[src/rtl/bgstore_pool.sv]
module bgstore_pool #(
  parameter int NBUF       = 4,
  parameter int AW         = 32,
  parameter int CW         = 16,
  parameter int DW         = 64,
  parameter int WORD_BYTES = 8
) (
  input  logic                    clk,
  input  logic                    rst_n,
  input  logic                    iss_valid,
  input  logic [AW-1:0]           iss_addr,
  input  logic [CW-1:0]           iss_count,
  input  logic [DW-1:0]           iss_data,
  output logic                    iss_ok,
  output logic                    iss_full,
  output logic [$clog2(NBUF)-1:0] iss_handle,
  input  logic                    irq,
  input  logic [$clog2(NBUF)-1:0] qry_handle,
  output logic [1:0]              qry_state,
  output logic [CW-1:0]           qry_remaining,
  input  logic                    cxl_valid,
  input  logic [$clog2(NBUF)-1:0] cxl_handle,
  input  logic                    mem_busy,
  output logic                    mem_req_valid,
  output logic [AW-1:0]           mem_req_addr,
  output logic [DW-1:0]           mem_req_data,
  output logic [$clog2(NBUF)-1:0] mem_req_tag
);
  localparam int HW = $clog2(NBUF);
  localparam logic [1:0] ST_IDLE = 2'd0, ST_ACT = 2'd1, ST_DONE = 2'd2, ST_CXL = 2'd3;
  localparam logic [AW-1:0] STEP = AW'(WORD_BYTES);

  logic [NBUF-1:0][1:0]    st_q;
  logic [NBUF-1:0][CW-1:0] rem_q;
  logic [NBUF-1:0][AW-1:0] addr_q;
  logic [NBUF-1:0][DW-1:0] data_q;
  logic [HW-1:0]           rr_q;

  logic          free_found, gnt_found;
  logic [HW-1:0] free_idx, gnt_idx;
  logic [NBUF-1:0] elig;

  logic unused_irq;
  assign unused_irq = irq;

  always_comb begin
    free_found = 1'b0;
    free_idx   = '0;
    for (int i = NBUF - 1; i >= 0; i--) begin
      if (st_q[i] != ST_ACT) begin
        free_found = 1'b1;
        free_idx   = HW'(i);
      end
    end
  end

  always_comb begin
    for (int i = 0; i < NBUF; i++)
      elig[i] = (st_q[i] == ST_ACT) && !(cxl_valid && cxl_handle == HW'(i));
  end

  always_comb begin
    gnt_found = 1'b0;
    gnt_idx   = '0;
    for (int k = NBUF - 1; k >= 0; k--) begin
      if (elig[(int'(rr_q) + 1 + k) % NBUF]) begin
        gnt_found = 1'b1;
        gnt_idx   = HW'((int'(rr_q) + 1 + k) % NBUF);
      end
    end
  end

  assign iss_ok        = iss_valid && free_found;
  assign iss_full      = iss_valid && !free_found;
  assign iss_handle    = free_idx;
  assign qry_state     = st_q[qry_handle];
  assign qry_remaining = rem_q[qry_handle];
  assign mem_req_valid = gnt_found && !mem_busy;
  assign mem_req_addr  = addr_q[gnt_idx];
  assign mem_req_data  = data_q[gnt_idx];
  assign mem_req_tag   = gnt_idx;

  always_ff @(posedge clk) begin
    if (!rst_n) begin
      st_q   <= '0;
      rem_q  <= '0;
      addr_q <= '0;
      data_q <= '0;
      rr_q   <= HW'(NBUF - 1);
    end else begin
      if (mem_req_valid) rr_q <= gnt_idx;
      for (int i = 0; i < NBUF; i++) begin
        if (mem_req_valid && gnt_idx == HW'(i)) begin
          addr_q[i] <= addr_q[i] + STEP;
          rem_q[i]  <= rem_q[i] - 1'b1;
          if (rem_q[i] == CW'(1)) st_q[i] <= ST_DONE;
        end
        if (cxl_valid && cxl_handle == HW'(i) && st_q[i] == ST_ACT)
          st_q[i] <= ST_CXL;
        if (iss_ok && free_idx == HW'(i)) begin
          addr_q[i] <= iss_addr;
          rem_q[i]  <= iss_count;
          data_q[i] <= iss_data;
          st_q[i]   <= (iss_count == '0) ? ST_DONE : ST_ACT;
        end
      end
    end
  end
endmodule


[config.mk]
export PLATFORM = sky130hd
export DESIGN_NAME = bgstore_pool
export DESIGN_NICKNAME = d
export VERILOG_FILES = /design/src/rtl/bgstore_pool.sv
export SDC_FILE = /design/constraint.sdc
export NUM_CORES = 1
export LEC_CHECK = 0
export ABC_CLOCK_PERIOD_IN_PS = 4400
export BUFFER_PORTS_ARGS = -buffer_cell sky130_fd_sc_hd__buf_2
export CORE_MARGIN = 8
export CORE_UTILIZATION = 39
export DETAILED_ROUTE_END_ITERATION = 6
export PLACE_DENSITY = 0.54
export SYNTH_ARGS = -nofsm -noshare
export SYNTH_HDL_FRONTEND = slang
export SYNTH_SLANG_ARGS = --single-unit
export TNS_END_PERCENT = 20
[constraint.sdc]
create_clock -name clk -period 4.4 [get_ports clk]
set_clock_uncertainty 0.15 [all_clocks]
set_input_delay 0.44 -clock clk [delete_from_list [all_inputs] [get_ports clk]]
set_output_delay 0.44 -clock clk [all_outputs]
set_load 0.1 [all_outputs]
* Word level (Yosys, flattened, before mapping) *
Index checks and enable logic that the tools add are counted.

storage, ports and cells
  input bits = 122
  register bits = 458
  word-level logic and storage cells = 182
  output and inout port bits = 121

operators by class
  reductions and logical operators = 53
  equal/unequal tests = 21
  bitwise operators = 4
  add/sub/neg operators = 12
  magnitude comparators = 6
  multiplexer cells = 69

operator list
  kind                   count
  $mux 32                9
  $mux 16                9
  $add 32x4->32 const B  4
  $bmux 64 s2            1
  $add 32x3->32 const B  2
  $bmux 32 s2            1
  $eq 16x1->1 const B    4
  $mux 64                1
  $sub 16x1->16 const B  4
  $mux 2                 26
  $add 32x2->32 const B  1
  $bmux 16 s2            1
  $reduce_bool 3->1      8
  $logic_and 1x1->1      23
  $logic_not 16->1       1
  $lt 3x4->1 const B     4
  $mux 1                 16
  $eq 2x1->1 const B     7
  $eq 2x2->1 const B     6
  $bmux 1 s2             4
  $ne 2x1->1 const B     4
  $reduce_and 2->1       4
  $reduce_bool 2->1      4
  $reduce_or 2->1        4
  other kinds (7)        17

* Depth between registers and ports, before layout *
Gate-level depths: netlist (run 1).

  word-level depth = 16
  mapped depth = 10
  depth with buffers taken out = 8

* Least setup slack after synthesis (run 1) *
OpenSTA, ideal clock, no wires.

  kind = input to output
  start point = input cxl_valid
  end point = output mem_req_data[55]
  arrival = 3912 ps
  data required time = 3810 ps
  path slack = -102 ps
  buffers on the path = 3
  stages on the path = 8
  cell sequence = and3_2 o22ai_1 o21ai_0 a31oi_1 buf_2 buf_2 buf_2 mux2i_1

between the ends
  word-level cells in the longest chain between the ends = 12
  elaborated cells on any way between the ends = 30
  classes of those cells = mux: 18; reduce/logical: 12

RTL lines
  element                                     line  text
  from (decl)                                 21    input logic cxl_valid,
  $logic_and 1x1->1                           59    elig[i] = (st_q[i] == ST_ACT) && !(cxl_valid && cxl_handle == HW'(i));
  $logic_not 1->1                             59
  $logic_and 1x1->1                           59
  $bmux 1 s2                                  66    if (elig[(int'(rr_q) + 1 + k) % NBUF]) begin
  $mux 1 (implied by the code) (2 in series)  66
  $mux 2 (3 in series)                        66
  $mux 2 (*)                                  66
  named net mem_req_tag[1]                    27    output logic [$clog2(NBUF)-1:0] mem_req_tag
  $bmux 64 s2 (*)                             80    assign mem_req_data = data_q[gnt_idx];
  $mux 64 (implied by the code) (*)           80
  to (decl)                                   26    output logic [DW-1:0] mem_req_data,

The timed path passes the listed nets; every way through them passes the cells marked *. The select of a mux whose other input is x is not followed.

* Worst setup path in the final report (run 1) *
  start point = register st_q[0] (netlist name)
  end point = output mem_req_data[12]

between the ends
  word-level cells in the longest chain between the ends = 11
  elaborated cells on any way between the ends = 20
  classes of those cells = eq/ne: 1; mux: 18; reduce/logical: 1

RTL lines
  element                                     line  text
  from (decl)                                 33    logic [NBUF-1:0][1:0] st_q;
  from (signal, indexed assignment)           104   st_q[i] <= (iss_count == '0) ? ST_DONE : ST_ACT;
  $eq 2x1->1 (*)                              59
  $logic_and 1x1->1 (*)                       59
  $bmux 1 s2                                  66
  $mux 1 (implied by the code) (2 in series)  66
  $mux 2 (3 in series)                        66
  $mux 2 (*)                                  66
  $bmux 64 s2 (*)                             80
  $mux 64 (implied by the code) (*)           80

Every way passes the cells marked *; elsewhere a longest branch is shown, timed or not. The select of a mux whose other input is x is not followed.

==> results by group, run 1 <==
Status
  • Status: complete, no violations

Worst setup path
  • R2R depth: 6
  • Critical Path End Type: output pin
  • Crit Path Max Fanout: 73
  • CP Cell Sequence: nand2b_1, nor2_1, o21ai_0, a211oi_4, clkbuf_16, mux2i_1, mux2i_1, buf_12
  • Slowest-stage cell, CP: clkbuf_16
  • Startpoint types: flip-flop
  • Required time worst endpoint: 3.81 ns
  • Reg2reg setup slack: 1.11 ns
  • R2r endpoint: st_q[2]
  • WP data arrival: ~3.7 ns
  • Cell mode on critical path: mux2i_1
  • Reg-to-reg critical path startpoint: rem_q[20]
  • Max incr delay on CP: 0.56 ns
  • CP Class: flip-flop to output pin

STA
  • Final Hold Vio Count: 0
  • Hold slack: 0.0268 ns
  • Max_slew headroom: 21.6%
  • # setup viols final: 0
  • Max Fclk: 235 MHz
  • Worst-Margin Slew: about 1.2 ns
  • Max Slew Vio Count: 0
  • Final Cycle Share: 96.6%
  • Period minus WS final: 4.25 ns
  • Unrepaired setup endpoints after global routing: false

Yosys
  • Part of the Yosys area used for sequential elements: between 30 and 40%
  • Number of synthesized flops with an enable pin: 0
  • Synthesized area: around 24000 µm²
  • Synth cell types: 84
  • Cells after Synth: about 3000
  • Synth top area cells: dfxtp_1 39%, mux2i_1 12%, nand2_1 12%, a21oi_1 8.4%, clkbuf_1 2.8%
  • Synthesized area per cell: a little under 8 µm²
  • Yosys warns: 0
  • Synth Register Bits: about 460
  • Syn_nets: roughly 3100
  • Async set-reset flop share out of synthesis: 0%
  • Leading area contributor after synthesis: dfxtp_1
  • Synth top area share: 38.6%
  • Ys flop type: dfxtp_1

Clock tree
  • CTS buffer count: 55
  • CTS tree: done
  • CTS Buffer Depth: 3
  • H-tree lvl count: 2
  • Later-pin clock latency in the skew report: 0.60 ns
  • Clk sinks: 458
  • Root Driver: clkbuf_16
  • Clock-pin slew on the worst setup and hold paths: 0.06 ns

Layout
  • Layout area overhead: 23.7%
  • Design Area, Final: 29400 µm²
  • # diodes: 0
  • Post-route non-filler standard cell count: 4027
  • Post-layout util: 48.7%
  • Nets: 3338
  • # fillers: slightly below 6000
  • Fraction of layout cells with a size suffix above 1: between 10 and 15%

Power and ir drop
  • Power Density: 384 nW/µm²
  • Maximum VDD drop: 0.317 mV
  • Pwr Total: 11.3 mW
  • LEAKAGE: ~10 nW

Die
  • Floorplan row count: 90
  • Ports: between 200 and 250
  • Die Area: 69100 µm²
  • Initial core utilization: between 30% and 40%
  • Die X: 263 µm
  • Core ar.: roughly 60000 µm²
  • Die H: 263 µm

Placement
  • DP HPWL: around 57 mm
  • Placed cell count: 3842
  • Dpl cell area: about 27000 µm²
  • Gpl congestion: 0.899
  • Port bufs: ~240

Routing
  • Residual DRC: 0
  • Detailed Route WL: ~90 mm
  • First drt pass iteration count: 6
  • Post-DR vias/cell: 5.97
  • Vias post-DR: 24031
  • Post-DR wirelength/cell: 21.8 µm
  • Post-route ant nets: 0
  • DRT iter0 DRCs: 2236

Global route
  • GRT Overall Usage: roughly 24%
  • Vias in the first global route: roughly 24000
  • Initial antenna violation count: 0
  • Pin count of the biggest net entering global routing: 168
  • First-pass GRT wire length: 136 mm
  • Remaining Overflow, GRT: 0

Job
  • Max Cap Viol: 0

Worst hold path
  • Hold Path Class: input pin to flip-flop
  • Hold_sp: iss_addr[27]
  • Min-Delay Endpoint: addr_q[123]
  • WHS Path Cells: 3
[cell families after synthesis]
group	share of synthesized area [%]
and+or+nand+nor	20.9
AOI/OAI and AO/OA	21.0
DFF	38.6
muxes	14.1
buffers and inverters	4.33
adders and majority gates	0.631
xor gates and xnor gates	0.405
[registers in the layout, indices dropped and copies added, names as in the netlist]
signal  flops
data_q    256
st_q        8
addr_q    128
rr_q        2
rem_q      64
[per-layer routing]
metal	vias up	share of wire, %	global-route usage (%)
met3	213	6.5	3.41
met4	0	4.1	10.8
met5	-	0	0
li1	11201	-	-
met2	958	48	41.6
met1	11659	41	29.8
[worst max-delay path: cells and delay by family (launching register included)]
kind,cells,cell delay [ns]
flip-flops,1,0.46
multiplexers,2,0.56
AND/OR/NAND/NOR,2,0.45
AO/OA/AOI/OAI,2,0.73
buffers and inverters,2,0.80
[layout by cell type, fill, tap and decap left out, drive strengths merged, types with 40 or more instances in the layout]
cell type,netlist,routed
a21oi,397,397
a31oi,57,57
buf,44,293
clkbuf,181,91
dfxtp,458,458
dlygate4sd3,0,87
mux2i,292,292
nand2,765,765
nand3,52,52
nor2,73,73
nor3,40,40
o21ai,87,87
[worst max path at each step]
stage                       end  startpoint  cells after the start  slack (ns)
2_1_floorplan  mem_req_data[55]   cxl_valid                      8       -0.10
3_3_place_gp    mem_req_data[3]   cxl_valid                      9        0.51
3_5_place_dp    mem_req_data[3]   cxl_valid                      9        0.51
4_1_cts         mem_req_data[8]     st_q[0]                      8        0.08
5_1_grt        mem_req_data[54]     st_q[0]                      8       0.003
6_report       mem_req_data[12]     st_q[0]                      8        0.15
[area by class of cell]
type / instances / area (µm²) / share of cell area (%)
Clock buffer: 87 / 1680 / 5.70
Clock inverter: 11 / 178 / 0.604
Inverter: 35 / 144 / 0.489
Multi-Input combinational cell: 2270 / 13700 / 46.5
Sequential cell: 458 / 9170 / 31.2
Tap cell: 782 / 978 / 3.33
Timing Repair Buffer: 384 / 3590 / 12.2
[power by group]
group          leakage, nW  internal [mW]  switching [mW]  total, mW
clock network        0.914           2.83            1.84       4.67
registers             3.72           4.29           0.136       4.42
logic                 5.69          0.684            1.52       2.21
[per-stage QoR]
step / TNS (ns) / setup slack (ns)
6_report: 0 / 0.148
5_1_grt: 0 / 0.00252
4_1_cts: 0 / 0.0760
3_5_place_dp: 0 / 0.512
3_3_place_gp: 0 / 0.512
2_1_floorplan: -0.820 / -0.102
[cells in the mapped netlist (all sizes together) (6+ instances only)]
cell type / count
a2111oi: 8
a211oi: 17
a21boi: 6
a21oi: 397
a22oi: 29
a2bb2oi: 8
a31oi: 57
a32oi: 12
and3: 22
and4: 8
buf: 44
clkbuf: 181
dfxtp: 458
ha: 12
inv: 35
mux2i: 292
mux4: 18
nand2: 765
nand2b: 9
nand3: 52
nand3b: 8
nand4: 28
nand4b: 6
nor2: 73
nor3: 40
nor4: 30
o211ai: 33
o21a: 22
o21ai: 87
o22ai: 16
o2bb2ai: 10
o311ai: 27
o31a: 8
o31ai: 12
o41ai: 7
or2: 6
or3: 33
or4: 29
xor2: 6
[what timing repair did]
| item | CTS | global route |
|---|---|---|
| endpoints found under the setup margin | 4 | 10 |
| resized for setup | 2 | 8 |
| hold buffers | 87 | 0 |
| setup buffers | 0 | 0 |
| endpoints found under the hold margin | 305 | 0 |
| cloned | 0 | 0 |
(Power assumes the default switching activity.)
==> inputs of run 2 (changes only) <==
Settings changed: CORE_UTILIZATION 39 to 30, PLACE_DENSITY 0.54 to 0.43.
==> run 2 against run 1 <==
First-iteration DRC count fell by 20%; design area up 0.65%; critical path type unchanged; clock power barely moved.
==> results by group, run 2 (synthesized netlist as in run 1, its figures left out) <==
STA
  • Max Slew Vio Count: 0 (unchanged)
  • Period minus WS final: 4.23 ns (was 4.25 ns)
  • Final Cycle Share: 96.1% (was 96.6%)
  • Worst-Margin Slew: 1.07 ns (was 1.18 ns)
  • Hold slack: 0.0460 ns (was 0.0268 ns)
  • Fin worst setup slack: 0.173 ns (was 0.148 ns)
  • Max_slew headroom: 28.2% (was 21.6%)
  • TNS Setup: 0 ns (unchanged)
  • Final Hold Vio Count: 0 (unchanged)
  • # setup viols final: 0 (unchanged)
  • Unrepaired setup endpoints after global routing: true (was false)
  • Max Fclk: 237 MHz (was 235 MHz)

Routing
  • First drt pass iteration count: 6 (unchanged)
  • Post-DR wirelength/cell: 22.4 µm (was 21.8 µm)
  • Post-route ant nets: 0 (unchanged)
  • Post-DR vias/cell: 5.54 (was 5.97)
  • Detailed Route WL: 96.7 mm (was 87.8 mm)
  • Vias post-DR: 23898 (was 24031)
  • DRT iter0 DRCs: 1778 (was 2236)
  • Residual DRC: 0 (unchanged)

Layout
  • # fillers: 8055 (was 5810)
  • Top flop regs: data_q (256), addr_q (128), rem_q (64) (unchanged)
  • Number of flip-flops in the largest register: 256 (unchanged)
  • Top reg by flops: data_q (unchanged)
  • Nets: 3359 (was 3338)
  • Most common cell after layout, fill and taps aside: nand2_1 (unchanged)
  • Most frequent cells in the layout: 764 x nand2_1, 458 x dfxtp_1, 396 x a21oi_1, 292 x mux2i_1, 184 x buf_2 (was 764 x nand2_1, 458 x dfxtp_1, 397 x a21oi_1, 288 x mux2i_1, 172 x buf_2)
  • Design Area, Final: 29600 µm² (was 29400 µm²)
  • Fraction of layout cells with a size suffix above 1: 14.2% (was 13.8%)
  • Post-layout util: 37.6% (was 48.7%)
  • Layout area overhead: 24.5% (was 23.7%)

Job
  • Max Cap Viol: 0 (unchanged)

Global route
  • Initial antenna violation count: 1 (was 0)
  • First-pass GRT wire length: 146 mm (was 136 mm)
  • GRT Overall Usage: 20.7% (was 24.2%)
  • Remaining Overflow, GRT: 0 (unchanged)
  • Vias in the first global route: 23703 (was 23598)
  • Pin count of the biggest net entering global routing: 109 (was 168)

Placement
  • Port bufs: 241 (unchanged)
  • Dpl cell area: 26800 µm² (was 26700 µm²)
  • DP HPWL: 63.8 mm (was 57.1 mm)
  • Gpl congestion: 0.849 (was 0.899)
  • Worst slack, placed: 0.448 ns (was 0.512 ns)

Power and ir drop
  • Comb pwr share: 19.4% (was 19.5%)
  • Sequential share of power: 39.2% (was 39.1%)
  • Power Density: 381 nW/µm² (was 384 nW/µm²)
  • Cell Int Power: 7.69 mW (was 7.80 mW)
  • LEAKAGE: 10.3 nW (about the same)
  • P_sw: 3.60 mW (was 3.50 mW)
  • Maximum VDD drop: 0.279 mV (was 0.317 mV)
  • Clock Power Share: 41.5% (was 41.3%)
  • Switching Fraction: 31.8% (was 31.0%)

Clock tree
  • Root Driver: clkbuf_16 (unchanged)
  • Clk sinks: 458 (unchanged)
  • CTS Buffer Depth: 3 (unchanged)
  • CTS buffer count: 57 (was 55)
  • CTS tree: done (unchanged)
  • Clock-pin slew on the worst setup and hold paths: 0.06 ns (about the same)
  • Setup Fix Bufs, Post-CTS: 0 (unchanged)
  • Later-pin clock latency in the skew report: 0.61 ns (was 0.60 ns)
  • H-tree lvl count: 2 (unchanged)

Status
  • Status: complete, no violations (unchanged)

Worst setup path
  • CP Class: flip-flop to output pin (unchanged)
  • Startpoint types: flip-flop (unchanged)
  • WP data arrival: 3.64 ns (was 3.66 ns)
  • Crit Path Max Fanout: 39 (was 73)
  • Required time worst endpoint: 3.81 ns (about the same)
  • Critical Path End Type: output pin (unchanged)

Die
  • Floorplan row count: 103 (was 90)
  • Die H: 298 µm (was 263 µm)
  • Core ar.: 78700 µm² (was 60400 µm²)
  • Die Area: 88500 µm² (was 69100 µm²)
  • Initial core utilization: 30.2% (was 39.4%)
  • Ports: 243 (unchanged)
  • Die X: 298 µm (was 263 µm)

Worst hold path
  • Hold Path Class: input pin to flip-flop (unchanged)
-- run 2: cell count changes in the layout (fill, tap and decap cells not counted), moves of 4 or more --
cell           previous run  this run
buf_4                    49        54
mux2i_1                 288       292
buf_2                   172       184
mux2i_2                   4         0
clkbuf_4                  3        21
clkinv_2                  5         9
dlygate4sd3_1            87        93
clkbuf_1                 14        10
buf_12                   72        51
-- run 2: final timing paths --
check                     from               to  slack, ns  cells past startpoint
setup reg to reg       st_q[7]       addr_q[44]       1.30                      8
hold reg to reg    data_q[109]      data_q[109]       0.30                      2
setup / recovery       st_q[6]  mem_req_addr[7]       0.17                      9
hold / removal    iss_count[2]        rem_q[34]       0.05                      3
-- run 2: what timing repair did --
action | 4_1_cts | 5_1_grt
hold buffers | 93 | 0
resized for setup | 0 | 21
endpoints found under the setup margin | 0 | 22
hold endpoints to repair | 317 | 0
-- run 2: stage by stage --
| stage | power, mW | cells |
|---|---|---|
| finish | 11.3 | 4317 |
| global route | 11.7 | 4317 |
| CTS | 11.4 | 4316 |
| detailed placement | 6.63 | 4123 |
| global placement | 6.61 | 4123 |
| floorplan | 5.90 | 2988 |
-- run 2: layout make-up --
type | instances | area, µm² | area share, %
multi-input cells | 2270 | 13700 | 46.2
clock inverters | 14 | 128 | 0.431
flip-flops and latches | 458 | 9170 | 31.0
clock buffers | 86 | 1740 | 5.87
inverters | 35 | 146 | 0.494
diodes | 1 | 2.50 | 0.00845
well taps | 1050 | 1310 | 4.44
repair buffers | 403 | 3440 | 11.6
-- run 2: layer usage --
metal	up-vias	track usage (%)	share of wire, %
met5	-	0	0
met4	0	8.24	4.0
met3	197	2.84	5.1
met2	818	35.5	48
met1	11648	26.0	43
li1	11235	-	-
-- run 2: critical path, stage by stage, from the launching register on --
cell and delay [ns]:
dfxtp_1 0.38, nor2b_1 0.28, nand2_1 0.26, a211oi_1 0.43, a211oi_4 0.15, inv_8 0.27
buf_12 0.33, mux2i_1 0.42, mux2i_1 0.22, buf_12 0.21
-- run 2: power groups by stage --
stage	sequential, mW	clock [mW]	combinational, mW
after floorplan	4.46	0	1.44
after global placement	4.50	0	2.10
after detailed placement	4.51	0	2.12
after CTS	4.42	4.82	2.20
after global routing	4.44	4.97	2.31
final	4.42	4.68	2.19
==> inputs of run 3 (changes only) <==
==> constraint.sdc (replaced) <==
create_clock -name clk -period 4.4 [get_ports clk]
set_clock_uncertainty 0.15 [all_clocks]
set_input_delay 0.88 -clock clk [delete_from_list [all_inputs] [get_ports clk]]
set_output_delay 0.88 -clock clk [all_outputs]
set_load 0.1 [all_outputs]
==> run 3 against run 2 <==
Critical path depth up 3; worst setup slack lost 0.059 ns; design area rose by 3.8%; register-to-register slack got worse by 0.03 ns; clock power increased by 4%.
==> results by group, run 3 (synthesized netlist as in run 1, its figures left out) <==
Worst setup path
  • CP Class: input pin to output pin (was flip-flop to output pin)
  • Startpoint types: input pin (was flip-flop)
  • Crit Path Max Fanout: 17 (was 39)
  • Worst path top cell family by delay: buffers and inverters (unchanged)
  • Required time worst endpoint: 3.37 ns (was 3.81 ns)
  • Reg-to-reg critical path startpoint: st_q[2] (was st_q[7])
  • Max incr delay on CP: 0.38 ns (was 0.43 ns)
  • R2R depth: 8 (unchanged)
  • Critical Path Source: cxl_handle[0] (was st_q[6])
  • Slowest-stage cell, CP: or3_1 (was a211oi_1)
  • CP Cell Sequence: buf_2, and3_2, or3_1, o21ai_0, a211oi_4, buf_4, inv_6, buf_12, buf_12, mux2i_1, mux2i_4, buf_12 (was nor2b_1, nand2_1, a211oi_1, a211oi_4, inv_8, buf_12, mux2i_1, mux2i_1, buf_12)
  • Bufs and invs on worst path: 6 (was 3)
  • WP data arrival: 3.26 ns (was 3.64 ns)
  • Critical Path End Type: output pin (unchanged)
  • Worst path depth: 12 (was 9)
  • Cell mode on critical path: buf_12

Die
  • Die Area: 88500 µm² (unchanged)
  • Die H: 298 µm (unchanged)
  • Ports: 243 (unchanged)
  • Die X: 298 µm (unchanged)
  • Initial core utilization: 30.2% (unchanged)
  • Core ar.: 78700 µm² (unchanged)
  • Floorplan row count: 103 (unchanged)

STA
  • Worst-Margin Slew: 1.24 ns (was 1.07 ns)
  • Hold slack: 0.301 ns (was 0.0460 ns)
  • # setup viols final: 0 (unchanged)
  • Period minus WS final: 4.29 ns (was 4.23 ns)
  • Fin worst setup slack: 0.115 ns (was 0.173 ns)
  • Final Cycle Share: 97.4% (was 96.1%)
  • Unrepaired setup endpoints after global routing: false (was true)
  • Max Slew Vio Count: 0 (unchanged)
  • Max Fclk: 233 MHz (was 237 MHz)
  • Max_slew headroom: 17.1% (was 28.2%)
  • Final Hold Vio Count: 0 (unchanged)

Placement
  • Worst slack, placed: 0.0412 ns (was 0.448 ns)
  • Port bufs: 241 (unchanged)
  • Placed cell count: 4169 (was 4123)
  • Gpl congestion: 0.887 (was 0.849)
  • DP HPWL: 63.5 mm (was 63.8 mm)

Routing
  • Post-route ant nets: 0 (unchanged)
  • Detailed Route WL: 94.9 mm (was 96.7 mm)
  • First drt pass iteration count: 6 (unchanged)
  • Post-DR vias/cell: 5.52 (was 5.54)
  • Vias post-DR: 23639 (was 23898)
  • DRT iter0 DRCs: 1854 (was 1778)
  • Post-DR wirelength/cell: 22.2 µm (was 22.4 µm)
  • Residual DRC: 0 (unchanged)

Clock tree
  • Root Driver: clkbuf_16 (unchanged)
  • Later-pin clock latency in the skew report: 0.61 ns (about the same)
  • Clock-pin slew on the worst setup and hold paths: 0.06 ns (about the same)
  • Clk sinks: 458 (unchanged)
  • H-tree lvl count: 2 (unchanged)
  • CTS Buffer Depth: 3 (unchanged)
  • Post-CTS Hold Fix Bufs: 0 (was 93)
  • CTS buffer count: 56 (was 57)
  • CTS tree: done (unchanged)

Power and ir drop
  • Pwr Total: 11.7 mW (was 11.3 mW)
  • Switching Fraction: 31.2% (was 31.8%)
  • Sequential share of power: 37.8% (was 39.2%)
  • P_sw: 3.65 mW (was 3.60 mW)
  • LEAKAGE: 10.6 nW (was 10.3 nW)
  • Comb pwr share: 20.5% (was 19.4%)
  • Maximum VDD drop: 0.280 mV (was 0.279 mV)
  • Clock Power Share: 41.7% (was 41.5%)
  • Cell Int Power: 8.04 mW (was 7.69 mW)
  • Power Density: 381 nW/µm² (about the same)

Layout
  • Nets: 3312 (was 3359)
  • Fraction of layout cells with a size suffix above 1: 19.0% (was 14.2%)
  • Top reg by flops: data_q (unchanged)
  • Most frequent cells in the layout: 764 x nand2_1, 458 x dfxtp_1, 396 x a21oi_1, 195 x mux2i_1, 142 x buf_2 (was 764 x nand2_1, 458 x dfxtp_1, 396 x a21oi_1, 292 x mux2i_1, 184 x buf_2)
  • Post-layout util: 39.0% (was 37.6%)
  • Layout area overhead: 29.2% (was 24.5%)
  • Top flop regs: data_q (256), addr_q (128), rem_q (64) (unchanged)
  • Number of flip-flops in the largest register: 256 (unchanged)
  • Post-route non-filler standard cell count: 4285 (was 4317)
  • Most common cell after layout, fill and taps aside: nand2_1 (unchanged)

Worst hold path
  • Hold Path Class: flip-flop to flip-flop (was input pin to flip-flop)
  • WHS Path Cells: 2 (was 3)
  • Hold_sp: data_q[82] (was iss_count[2])

Global route
  • GRT Overall Usage: 20.3% (was 20.7%)
  • First-pass GRT wire length: 143 mm (was 146 mm)
  • Vias in the first global route: 22952 (was 23703)
  • Remaining Overflow, GRT: 0 (unchanged)
  • Pin count of the biggest net entering global routing: 129 (was 109)
  • Initial antenna violation count: 13 (was 1)

Status
  • Status: complete, no violations (unchanged)

Job
  • Max Cap Viol: 0 (unchanged)
-- run 3: layer usage --
metal  GRT usage (%)  up-vias  part of all wire, %
met4            6.57        4                  2.7
met5               0        -                0.027
li1                -    11169                    -
met1            25.8    11604                   43
met2            35.2      715                   50
met3            2.82      147                  5.0
-- run 3: stage by stage --
step | cell area [µm²] | setup TNS, ns
global route | 30700 | 0
finish | 30700 | 0
CTS | 30700 | 0
floorplan | 24300 | -19.34
detailed placement | 28700 | 0
global placement | 28700 | 0
-- run 3: tightest hold or removal path, delay by kind of cell, from the launching register on --
| kind | cells | cell delay, ns |
|---|---|---|
| compound gates | 1 | 0.05 |
| simple gates | 1 | 0.05 |
| flops | 1 | 0.30 |
-- run 3: path summary, 6_finish.rpt --
| check | slack [ns] | end |
|---|---|---|
| max | 0.11 | mem_req_addr[29] |
| min | 0.30 | data_q[82] |
| max reg2reg | 1.27 | addr_q[106] |
| min reg2reg | 0.30 | data_q[82] |
-- run 3: timing repair --
item	CTS	global route
setup endpoints to repair	15	60
pin swaps	1	0
hold endpoints to repair	0	0
resized for setup	1	13
buffers inserted	1	0
-- run 3: area by class of cell --
| cell class | count | area [µm²] |
|---|---|---|
| clock inverters | 20 | 292 |
| multi-input cells | 2270 | 14200 |
| clock buffers | 82 | 1640 |
| repair buffers | 357 | 3910 |
| flip-flops and latches | 458 | 9170 |
| inverters | 35 | 144 |
| well taps | 1050 | 1310 |
| fillers | 7941 | 48000 |
| diodes | 13 | 32.5 |
-- run 3: power by group through the flow --
| stage | Combinational, mW | Sequential (mW) | Clock, mW |
|---|---|---|---|
| floorplan | 1.50 | 4.46 | 0 |
| global placement | 2.40 | 4.50 | 0 |
| detailed placement | 2.41 | 4.51 | 0 |
| CTS | 2.42 | 4.42 | 5.02 |
| global route | 2.53 | 4.44 | 5.18 |
| finish | 2.40 | 4.42 | 4.87 |
